==> src/rtl/vmb_pkg.sv <==
package vmb_pkg;

  typedef enum logic {
    DR_IDLE = 1'b0,
    DR_WAIT = 1'b1
  } drain_st_e;

  // Saturating up/down counter step; a decrement at zero is dropped.
  function automatic int unsigned cnt_step(input int unsigned cur,
                                           input logic up,
                                           input logic dn,
                                           input int unsigned maxv);
    int unsigned nxt;
    nxt = cur;
    if (up && !dn) begin
      if (cur < maxv) nxt = cur + 1;
    end else if (dn && !up) begin
      if (cur > 0) nxt = cur - 1;
    end
    return nxt;
  endfunction

  // Epoch successor with wrap at 2^w.
  function automatic int unsigned epoch_after(input int unsigned e,
                                              input int unsigned w);
    return (e + 1) % (32'd1 << w);
  endfunction

endpackage

==> src/rtl/vmb_drain_ctrl.sv <==
module vmb_drain_ctrl #(
  parameter int NUM_PATHS = 4,
  parameter int CNT_W     = 4,
  parameter int WR_W      = 4
) (
  input  logic                       clk,
  input  logic                       rst_n,
  input  logic                       drain_req,
  input  logic                       drain_priv,
  input  logic [NUM_PATHS*CNT_W-1:0] path_cnt,
  input  logic [CNT_W-1:0]           scalar_cnt,
  input  logic                       wr_issue,
  input  logic                       wr_ack,
  input  logic                       table_empty,
  input  logic                       vec_exc_pending,
  output logic                       drain_busy,
  output logic                       drain_accept,
  output logic                       all_quiet,
  output logic                       drain_done,
  output logic                       drain_reject,
  output logic                       vexc_report
);
  import vmb_pkg::*;

  localparam int unsigned WR_MAX = (32'd1 << WR_W) - 1;

  drain_st_e             st_q;
  logic [WR_W-1:0]       wr_cnt_q;
  logic [NUM_PATHS-1:0]  path_busy;

  for (genvar p = 0; p < NUM_PATHS; p++) begin : g_path
    assign path_busy[p] = |path_cnt[p*CNT_W +: CNT_W];
  end

  assign drain_busy   = (st_q == DR_WAIT);
  assign drain_accept = drain_req && drain_priv && (st_q == DR_IDLE);
  assign all_quiet    = (path_busy == '0) && (scalar_cnt == '0) &&
                        (wr_cnt_q == '0) && table_empty;
  assign vexc_report  = vec_exc_pending && !drain_busy;

  always_ff @(posedge clk) begin
    if (!rst_n) begin
      wr_cnt_q <= '0;
    end else begin
      wr_cnt_q <= WR_W'(cnt_step(32'(wr_cnt_q), wr_issue, wr_ack, WR_MAX));
    end
  end

  always_ff @(posedge clk) begin
    if (!rst_n) begin
      st_q         <= DR_IDLE;
      drain_done   <= 1'b0;
      drain_reject <= 1'b0;
    end else begin
      drain_done   <= 1'b0;
      drain_reject <= drain_req && !drain_priv && (st_q == DR_IDLE);
      case (st_q)
        DR_IDLE: if (drain_accept) st_q <= DR_WAIT;
        DR_WAIT: if (all_quiet) begin
          st_q       <= DR_IDLE;
          drain_done <= 1'b1;
        end
        default: st_q <= DR_IDLE;
      endcase
    end
  end

endmodule

==> src/rtl/vmb_epoch_ctrl.sv <==
module vmb_epoch_ctrl #(
  parameter int EPOCH_W = 3
) (
  input  logic               clk,
  input  logic               rst_n,
  input  logic               vbar_req,
  input  logic               drain_busy,
  input  logic               wrap_hazard,
  output logic               vbar_ack,
  output logic [EPOCH_W-1:0] epoch
);
  import vmb_pkg::*;

  assign vbar_ack = vbar_req && !drain_busy && !wrap_hazard;

  always_ff @(posedge clk) begin
    if (!rst_n) begin
      epoch <= '0;
    end else if (vbar_ack) begin
      epoch <= EPOCH_W'(epoch_after(32'(epoch), EPOCH_W));
    end
  end

endmodule

==> src/rtl/vmb_order_table.sv <==
module vmb_order_table #(
  parameter int SLOTS   = 4,
  parameter int ADDR_W  = 16,
  parameter int EPOCH_W = 3,
  parameter int SLOT_W  = 2
) (
  input  logic               clk,
  input  logic               rst_n,
  input  logic [EPOCH_W-1:0] cur_epoch,
  input  logic               req_valid,
  input  logic [ADDR_W-1:0]  req_addr,
  input  logic               ret_valid,
  input  logic [SLOT_W-1:0]  ret_slot,
  output logic               grant,
  output logic [SLOT_W-1:0]  grant_slot,
  output logic               conflict,
  output logic               table_empty,
  output logic               wrap_hazard
);
  import vmb_pkg::*;

  logic               vld_q  [SLOTS];
  logic [ADDR_W-1:0]  addr_q [SLOTS];
  logic [EPOCH_W-1:0] ep_q   [SLOTS];

  logic [SLOTS-1:0]   hit_old;
  logic [SLOTS-1:0]   is_free;
  logic [SLOTS-1:0]   ahead;
  logic [EPOCH_W-1:0] ep_next;

  assign ep_next = EPOCH_W'(epoch_after(32'(cur_epoch), EPOCH_W));

  for (genvar g = 0; g < SLOTS; g++) begin : g_slot
    assign hit_old[g] = vld_q[g] && (addr_q[g] == req_addr) && (ep_q[g] != cur_epoch);
    assign is_free[g] = !vld_q[g];
    assign ahead[g]   = vld_q[g] && (ep_q[g] == ep_next);

    always_ff @(posedge clk) begin
      if (!rst_n) begin
        vld_q[g]  <= 1'b0;
        addr_q[g] <= '0;
        ep_q[g]   <= '0;
      end else if (grant && (grant_slot == SLOT_W'(g))) begin
        vld_q[g]  <= 1'b1;
        addr_q[g] <= req_addr;
        ep_q[g]   <= cur_epoch;
      end else if (ret_valid && (ret_slot == SLOT_W'(g))) begin
        vld_q[g]  <= 1'b0;
      end
    end
  end

  always_comb begin
    grant_slot = '0;
    for (int i = SLOTS - 1; i >= 0; i--) begin
      if (is_free[i]) grant_slot = SLOT_W'(i);
    end
  end

  assign conflict    = |hit_old;
  assign table_empty = &is_free;
  assign wrap_hazard = |ahead;
  assign grant       = req_valid && !conflict && (|is_free);

endmodule

==> src/rtl/vmb_barrier_unit.sv <==
module vmb_barrier_unit #(
  parameter int NUM_PATHS = 4,
  parameter int CNT_W     = 4,
  parameter int WR_W      = 4,
  parameter int ADDR_W    = 16,
  parameter int SLOTS     = 4,
  parameter int EPOCH_W   = 3,
  localparam int SLOT_W   = (SLOTS > 1) ? $clog2(SLOTS) : 1
) (
  input  logic                       clk,
  input  logic                       rst_n,
  input  logic                       drain_req,
  input  logic                       drain_priv,
  input  logic                       vbar_req,
  input  logic                       vacc_valid,
  input  logic [ADDR_W-1:0]          vacc_addr,
  input  logic                       vret_valid,
  input  logic [SLOT_W-1:0]          vret_slot,
  input  logic [NUM_PATHS*CNT_W-1:0] path_cnt,
  input  logic [CNT_W-1:0]           scalar_cnt,
  input  logic                       wr_issue,
  input  logic                       wr_ack,
  input  logic                       vec_exc_pending,
  output logic                       scalar_stall,
  output logic                       drain_done,
  output logic [31:0]                drain_data,
  output logic                       drain_reject,
  output logic                       vexc_report,
  output logic                       vbar_ack,
  output logic [EPOCH_W-1:0]         epoch,
  output logic                       vacc_grant,
  output logic [SLOT_W-1:0]          vacc_slot
);

  // Internal events, named for the checker.
  logic drain_busy;
  logic drain_accept;
  logic all_quiet;
  logic table_empty;
  logic wrap_hazard;
  logic order_conflict;

  vmb_drain_ctrl #(
    .NUM_PATHS (NUM_PATHS),
    .CNT_W     (CNT_W),
    .WR_W      (WR_W)
  ) u_drain (
    .clk             (clk),
    .rst_n           (rst_n),
    .drain_req       (drain_req),
    .drain_priv      (drain_priv),
    .path_cnt        (path_cnt),
    .scalar_cnt      (scalar_cnt),
    .wr_issue        (wr_issue),
    .wr_ack          (wr_ack),
    .table_empty     (table_empty),
    .vec_exc_pending (vec_exc_pending),
    .drain_busy      (drain_busy),
    .drain_accept    (drain_accept),
    .all_quiet       (all_quiet),
    .drain_done      (drain_done),
    .drain_reject    (drain_reject),
    .vexc_report     (vexc_report)
  );

  vmb_epoch_ctrl #(
    .EPOCH_W (EPOCH_W)
  ) u_epoch (
    .clk         (clk),
    .rst_n       (rst_n),
    .vbar_req    (vbar_req),
    .drain_busy  (drain_busy),
    .wrap_hazard (wrap_hazard),
    .vbar_ack    (vbar_ack),
    .epoch       (epoch)
  );

  vmb_order_table #(
    .SLOTS   (SLOTS),
    .ADDR_W  (ADDR_W),
    .EPOCH_W (EPOCH_W),
    .SLOT_W  (SLOT_W)
  ) u_order (
    .clk         (clk),
    .rst_n       (rst_n),
    .cur_epoch   (epoch),
    .req_valid   (vacc_valid),
    .req_addr    (vacc_addr),
    .ret_valid   (vret_valid),
    .ret_slot    (vret_slot),
    .grant       (vacc_grant),
    .grant_slot  (vacc_slot),
    .conflict    (order_conflict),
    .table_empty (table_empty),
    .wrap_hazard (wrap_hazard)
  );

  assign scalar_stall = drain_busy;
  assign drain_data   = '0;

endmodule

==> config.mk <==
export PLATFORM = sky130hd
export DESIGN_NAME = vmb_barrier_unit
export DESIGN_NICKNAME = d
export VERILOG_FILES = /design/src/rtl/vmb_pkg.sv /design/src/rtl/vmb_drain_ctrl.sv /design/src/rtl/vmb_epoch_ctrl.sv /design/src/rtl/vmb_order_table.sv /design/src/rtl/vmb_barrier_unit.sv
export SDC_FILE = /design/constraint.sdc
export NUM_CORES = 1
export LEC_CHECK = 0
export BUFFER_PORTS_ARGS = -buffer_cell sky130_fd_sc_hd__clkbuf_2
export CELL_PAD_IN_SITES_DETAIL_PLACEMENT = 1
export CELL_PAD_IN_SITES_GLOBAL_PLACEMENT = 2
export CORE_ASPECT_RATIO = 1.25
export CORE_MARGIN = 4
export CORE_UTILIZATION = 35
export CTS_CLUSTER_DIAMETER = 50
export DETAILED_ROUTE_END_ITERATION = 12
export PLACE_DENSITY_LB_ADDON = 0.1
export SYNTH_ARGS = -nofsm -noshare
export SYNTH_HDL_FRONTEND = slang
export SYNTH_SLANG_ARGS = --single-unit
==> constraint.sdc <==
create_clock -name clk -period 5.15 [get_ports clk]
set_input_delay 0 -clock clk [delete_from_list [all_inputs] [get_ports clk]]
set_output_delay 0 -clock clk [all_outputs]
set_load 0.005 [all_outputs]
==> results of run 1 <==
## repair_timing
action,in CTS,in global routing
resized for setup,0,0
hold buffers,3,0
endpoints found under the hold margin,2,0
## cells in the mapped netlist (4+ instances only)
| master | instances | share of area (%) |
|---|---|---|
| nand2b_1 | 4 | 0.47 |
| buf_2 | 21 | 2.0 |
| o21ai_0 | 4 | 0.38 |
| nor4_1 | 35 | 4.1 |
| dfxtp_1 | 11 | 4.1 |
| xnor2_1 | 68 | 11 |
| nand3_1 | 10 | 0.94 |
| nor4b_1 | 6 | 0.99 |
| and3_1 | 6 | 0.71 |
| nor3_2 | 11 | 2.1 |
| inv_1 | 25 | 1.8 |
| nor3_1 | 32 | 3.0 |
| a21oi_1 | 4 | 0.38 |
| and2_1 | 24 | 2.8 |
| buf_6 | 4 | 0.85 |
| nor2_1 | 6 | 0.42 |
| xor2_1 | 18 | 3.0 |
| edfxtp_1 | 79 | 45 |
| nand4_1 | 20 | 2.4 |
| buf_4 | 35 | 5.0 |
| clkbuf_1 | 10 | 0.71 |
| nand2_1 | 20 | 1.4 |
| nor4bb_1 | 4 | 0.75 |
## routing by layer
metal	global-route usage [%]	part of all wire, %	vias to the layer above
met2	32.5	55	66
met3	2.02	2.5	14
li1	-	-	1772
met1	20.1	41	1822
met5	0	0	-
met4	6.28	1.7	0
## worst reg2reg max path: stages, from the launching register on
cell and delay, ps:
dfxtp_1 570, xor2_1 180, nor3_2 290, nor4_1 110
a22oi_1 270, nand3_1 320, o21ai_2 900
## kinds of logic (layout without fill, tap and decap cells)
logic type	Yosys count	in the layout	share of synthesized area (%)
AND/OR/NAND/NOR	188	188	21.6
buffers and inverters	96	107	10.3
flip-flops	90	90	48.8
XOR/XNOR	86	86	14.2
AO/OA/AOI/OAI	25	25	3.47
adder cells (fa/ha/maj)	4	4	1.08
multiplexers	2	2	0.377
other	1	32	0.0707
## final cells by class
class | count | share of cell area (%)
clock buffers | 9 | 3.82
repair buffers | 66 | 6.07
flip-flops and latches | 90 | 44.0
clock inverters | 7 | 1.59
well taps | 182 | 3.86
multi-input cells | 337 | 39.1
inverters | 25 | 1.59
## metrics by stage
stage / utilization [%] / cell area (um^2) / setup slack (ps) / total power, mW / hold WS, ps
final: 39.4 / 5890 / 2120 / 1.93 / 39.8
after global placement: 37.1 / 5540 / 2140 / 1.23 / 186
after detailed placement: 37.1 / 5540 / 2050 / 1.23 / 188
after global routing: 39.4 / 5890 / 1800 / 2.02 / 71.4
after CTS: 39.4 / 5890 / 2020 / 1.95 / 27.9
after floorplan: - / 5420 / 1850 / 1.15 / 77.5
## registers in the layout, indices dropped and copies added (netlist names)
signal / flops
u_order.addr_q: 64
u_order.ep_q: 12
u_drain.drain_done: 1
u_drain.drain_busy: 1
u_order.vld_q: 4
u_drain.drain_reject: 1
u_epoch.epoch: 3
u_drain.wr_cnt_q: 4
## worst paths after layout
| check | from | endpoint | slack [ps] | depth (start not counted) |
|---|---|---|---|---|
| worst max-delay path | u_epoch.epoch[0] | u_order.addr_q[1][5] | 2120 | 6 |
| worst min register to register | u_drain.wr_cnt_q[2] | u_drain.wr_cnt_q[2] | 580 | 1 |
| worst max register to register | u_epoch.epoch[0] | u_order.addr_q[1][5] | 2120 | 6 |
| worst min-delay path | drain_req | u_drain.drain_busy | 40 | 4 |
## power by group
group,internal [mW],switching (mW),total [mW]
Sequential,0.844,0.0420,0.886
Clock,0.424,0.289,0.714
Combinational,0.127,0.200,0.326
==> impl_results.md, run 1 <==
- Vias in the first global route: 3936
- Post-synthesis sequential area ratio: 48.8%
- Antenna violations before repair: 0
- Final TNS setup: 0 ps
- Die span in x: 118 um
- Seq. cell area: 0.00259 mm^2
- Slowest cell on crit path: o21ai_2
- Via Count: 3674
- Insertion delay to the later sink of the worst-skew pair: 350 ps
- Slew HR: 31.5%
- Final period util: 58.9%
- Buf/Inv on CP: 0
- Clock sinks: 90
- Syn_area_per_cell: 10.8 um^2
- Worst EP required: 5120 ps
- Clk root buf: clkbuf_16
- Share of layout cells above drive strength 1: 18.0%
- Worst slew pin tran: 1030 ps
- CTS Buf Count: 9
- Max H-tree Level: 3
- Starting Density: 35.5%
- Critical path's top delay family: compound AO/OA/AOI/OAI gates
- Routed WL: 14.5 mm
- First-pass GRT wire length: 22.8 mm
- FILL cells: 1681
- Achievable clock frequency: 0.330 GHz
- Cell variety after synth: 48
- Pins over their slew limit: 0
- Worst path max stage delay: 900 ps
- DRT iter0 DRCs: 178
- Main flop type after synthesis: edfxtp_1
- Crit path time final: 3030 ps
- Post-CTS Setup Repair Bufs: 0
- FFs w/ async S/R, synth: 0%
- Clock skew: 8.17 ps
- Area grow syn2layout: 11.0%
- Antenna viol nets, final: 0
- Largest net degree at the start of global routing: 35
- Die footprint: 0.0172 mm^2
- Synthesized instance count: 492
- Antenna cells: 0
- Power Density: 327 mW/mm^2
- Synthesis Warnings: 0
- Buffer levels on the longest clock path: 2
- Total track usage: 17.3%
- Core Area: 0.0150 mm^2
- Worst path cell trace: xor2_1 -> nor3_2 -> nor4_1 -> a22oi_1 -> nand3_1 -> o21ai_2
- Grt ovf: 0
- CP Launch Type: flop
- Final hold vios: 0
- Status: finished, final reports clean
- Placed cells: 697
- Crit-path max FO: 19
- Worst EP arrival: 3000 ps
- Finished Layout Cells: 716
- FF+latch count, synth: 90
- FP Rows: 50
- RePlAce Congestion: 0.899
- Post-synth EDFFs: 79
- Max-cap viol count: 0
- Multi-input gate area: 0.00230 mm^2
- Pre-Repair DR Iteration Count: 4
- I/O Buffers: 58
- Most common cell after layout, fill and taps aside: edfxtp_1
- I/O pin total: 91
- Post-route DRC: 0
- Vert. Die Dim: 146 um
- DR WL/cell: 20.3 um
- Final setup viols: 0
- Hold WC Path Type: input pin to flop
- Clock transition at path regs: 70 ps
- Pleak: 2.14 nW
- Maximum vdd drop: 0.000122 V
- CTS tree: done
- Most frequent cells in the layout: edfxtp_1 (79), xnor2_1 (68), clkbuf_2 (58)
- CP endpoint kind: flop
- HPWL after DPL: 11.1 mm
- Post-Syn Area: 0.00531 mm^2
- RSZ-0062 raised after global routing: false
- Fin nets: 581
- Via/cell ratio: 5.13
- CP Class: flop to flop
(Power assumes the default switching activity.)
==> run 2, diff against run 1 <==
==> constraint.sdc (replaced) <==
create_clock -name clk -period 3 [get_ports clk]
set_input_delay 0 -clock clk [delete_from_list [all_inputs] [get_ports clk]]
set_output_delay 0 -clock clk [all_outputs]
set_load 0.005 [all_outputs]
==> run 2 against run 1 <==
Design area is 0.64% higher. Sequential cell count did not move. Final cell count grew 1.3%. Via count is 0.90% higher. Setup slack got worse by 1800 ps. Critical endpoint is now u_order.addr_q[2][6]. Largest cell class unchanged.
==> impl_results.md, run 2 (synthesized netlist as in run 1, its figures left out) <==
- Status: finished, final reports clean
- Area grow syn2layout: 11.7%
- Clk root buf: clkbuf_16
- FP Rows: 50 (unchanged)
- Die span in x: 118 um (unchanged)
- Antenna violations before repair: 0 (unchanged)
- Total track usage: 17.6% (+0.22 points)
- Starting Density: 35.5% (unchanged)
- Largest regs: u_order.addr_q x64, u_order.ep_q x12
- Slew HR: 55.2% (+24 points)
- Crit-path max FO: 19 (unchanged)
- Max H-tree Level: 3 (unchanged)
- CP endpoint kind: flop
- Post-CTS Setup Repair Bufs: 0 (unchanged)
- Pre-CTS WS: 323 ps (-1720 ps)
- Fin nets: 590 (+1.5%)
- Worst path cell trace: xor2_1 -> nor3_2 -> nor4_1 -> a22oi_1 -> nand3_1 -> o31ai_2 -> buf_4
- Die footprint: 0.0172 mm^2 (unchanged)
- Insertion delay to the later sink of the worst-skew pair: 350 ps (about the same)
- Largest Register: u_order.addr_q
- First-pass GRT wire length: 23.1 mm (+1.3%)
- Share of layout cells above drive strength 1: 19.3% (+1.4 points)
- Pleak: 2.17 nW (+1.5%)
- Buffer levels on the longest clock path: 2 (unchanged)
- CP Launch Type: flop
- Antenna cells: 0 (unchanged)
- Clock sinks: 90 (unchanged)
- Crit path time final: 2700 ps (-336 ps)
- CTS tree: done
- Most common cell after layout, fill and taps aside: edfxtp_1
- CTS Buf Count: 9 (unchanged)
- HPWL after DPL: 11.7 mm (+5.4%)
- Most frequent cells in the layout: edfxtp_1 (79), xnor2_1 (68), clkbuf_2 (58)
- DR WL/cell: 20.4 um (+0.38%)
- Pre-Repair DR Iteration Count: 4 (unchanged)
- Resized cells post-CTS: 0 (unchanged)
- Vias in the first global route: 3915 (-0.53%)
- Via Count: 3707 (+0.90%)
- RePlAce Congestion: 0.834 (-7.3%)
- Achievable clock frequency: 0.371 GHz (+12%)
- Power Density: 533 mW/mm^2 (+63%)
- DRT iter0 DRCs: 133 (-25%)
- RSZ-0062 raised after global routing: false
- Clock transition at path regs: 70 ps (about the same)
- Hold Path Depth: 4 (unchanged)
- Final instance area: 0.00593 mm^2 (+0.64%)
- CP Class: flop to flop
- Seq. cell area: 0.00259 mm^2 (unchanged)
- Core Area: 0.0150 mm^2 (unchanged)
- Worst EP required: 3030 ps (-2090 ps)
- Vert. Die Dim: 146 um (unchanged)
- Largest net degree at the start of global routing: 28 (-20%)
- Fin worst setup slack: 304 ps (-1810 ps)
- Via/cell ratio: 5.11 (-0.35%)
- Routed WL: 14.8 mm (+1.6%)
- Multi-input gate area: 0.00229 mm^2 (-0.54%)
- Hold WC Path Type: input pin to flop
- Max FFs per register: 64 (unchanged)
- I/O Buffers: 58 (unchanged)
- Worst path max stage delay: 580 ps (-320 ps)
- Post-CTS Hold Buffers: 3 (unchanged)
- Maximum vdd drop: 0.000259 V (+110%)
- Placed cell areas: 0.00562 mm^2 (+1.4%)
- Pins over their slew limit: 0 (unchanged)
- Final setup viols: 0 (unchanged)
- Grt ovf: 0 (unchanged)
- I/O pin total: 91 (unchanged)
- Max-cap viol count: 0 (unchanged)
- Post-route DRC: 0 (unchanged)
- Final hold vios: 0 (unchanged)
- Hold slack: 31.8 ps (-8.06 ps)
- Final period util: 89.9% (+31 points)
- FILL cells: 1653 (-1.7%)
- Worst slew pin tran: 665 ps (-362 ps)
- Antenna viol nets, final: 0 (unchanged)
- Slowest cell on crit path: dfxtp_1
- Reg2reg path depth: 7 (+1)
- Clock skew: 12.3 ps (+4.14 ps)
- Worst EP arrival: 2730 ps (-270 ps)
-- run 2: changes by cell type in the layout (fill, tap and decap cells not counted) --
cell,previous run,this run
buf_12,0,2
buf_4,5,12
bufinv_16,2,0
clkinv_1,1,0
clkinv_2,1,2
clkinv_4,2,1
clkinvlp_4,1,2
inv_6,0,2
o21ai_1,3,4
o21ai_2,1,0
o31ai_2,0,1
o31ai_4,1,0
-- run 2: worst max-delay path: cells and delay by family, from the launching register on --
kind | cells | cell delay [ps]
flops | 1 | 580
xor+xnor | 1 | 190
buf+inv | 1 | 310
compound gates | 2 | 580
simple gates | 3 | 720
-- run 2: through the flow --
stage / setup TNS [ps] / power [mW] / utilization, % / instances
2_1_floorplan: -8730 / 1.97 / - / 523
3_3_place_gp: 0 / 2.11 / 37.6 / 706
3_5_place_dp: 0 / 2.13 / 37.6 / 706
4_1_cts: 0 / 3.20 / 39.7 / 725
5_1_grt: 0 / 3.31 / 39.7 / 725
6_report: 0 / 3.16 / 39.7 / 725
-- run 2: path summary, 6_finish.rpt --
kind,to,from,slack (ps)
worst max-delay path,u_order.addr_q[2][6],u_epoch.epoch[0],300
worst min-delay path,u_drain.drain_busy,drain_req,30
worst max register to register,u_order.addr_q[2][6],u_epoch.epoch[0],300
worst min register to register,u_drain.wr_cnt_q[2],u_drain.wr_cnt_q[2],580
-- run 2: cell type report --
class / count / share of cell area [%]
Inverter: 25 / 1.58
Timing Repair Buffer: 75 / 7.60
Multi-Input combinational cell: 337 / 38.6
Tap cell: 182 / 3.84
Sequential cell: 90 / 43.7
Clock inverter: 7 / 0.865
Clock buffer: 9 / 3.80
-- run 2: per-layer routing --
layer / wire length [um] / vias to the layer above / track usage, %
met5: 0 / - / 0
met4: 155 / 0 / 5.57
met3: 575 / 10 / 3.42
met2: 7660 / 86 / 30.6
met1: 6370 / 1828 / 21.9
li1: - / 1783 / -
-- run 2: where the power goes --
part	total (mW)	switching, mW	internal, mW
clock network	1.06	0.498	0.565
registers	1.52	0.0714	1.45
logic	0.578	0.347	0.231
total	3.16	0.917	2.24
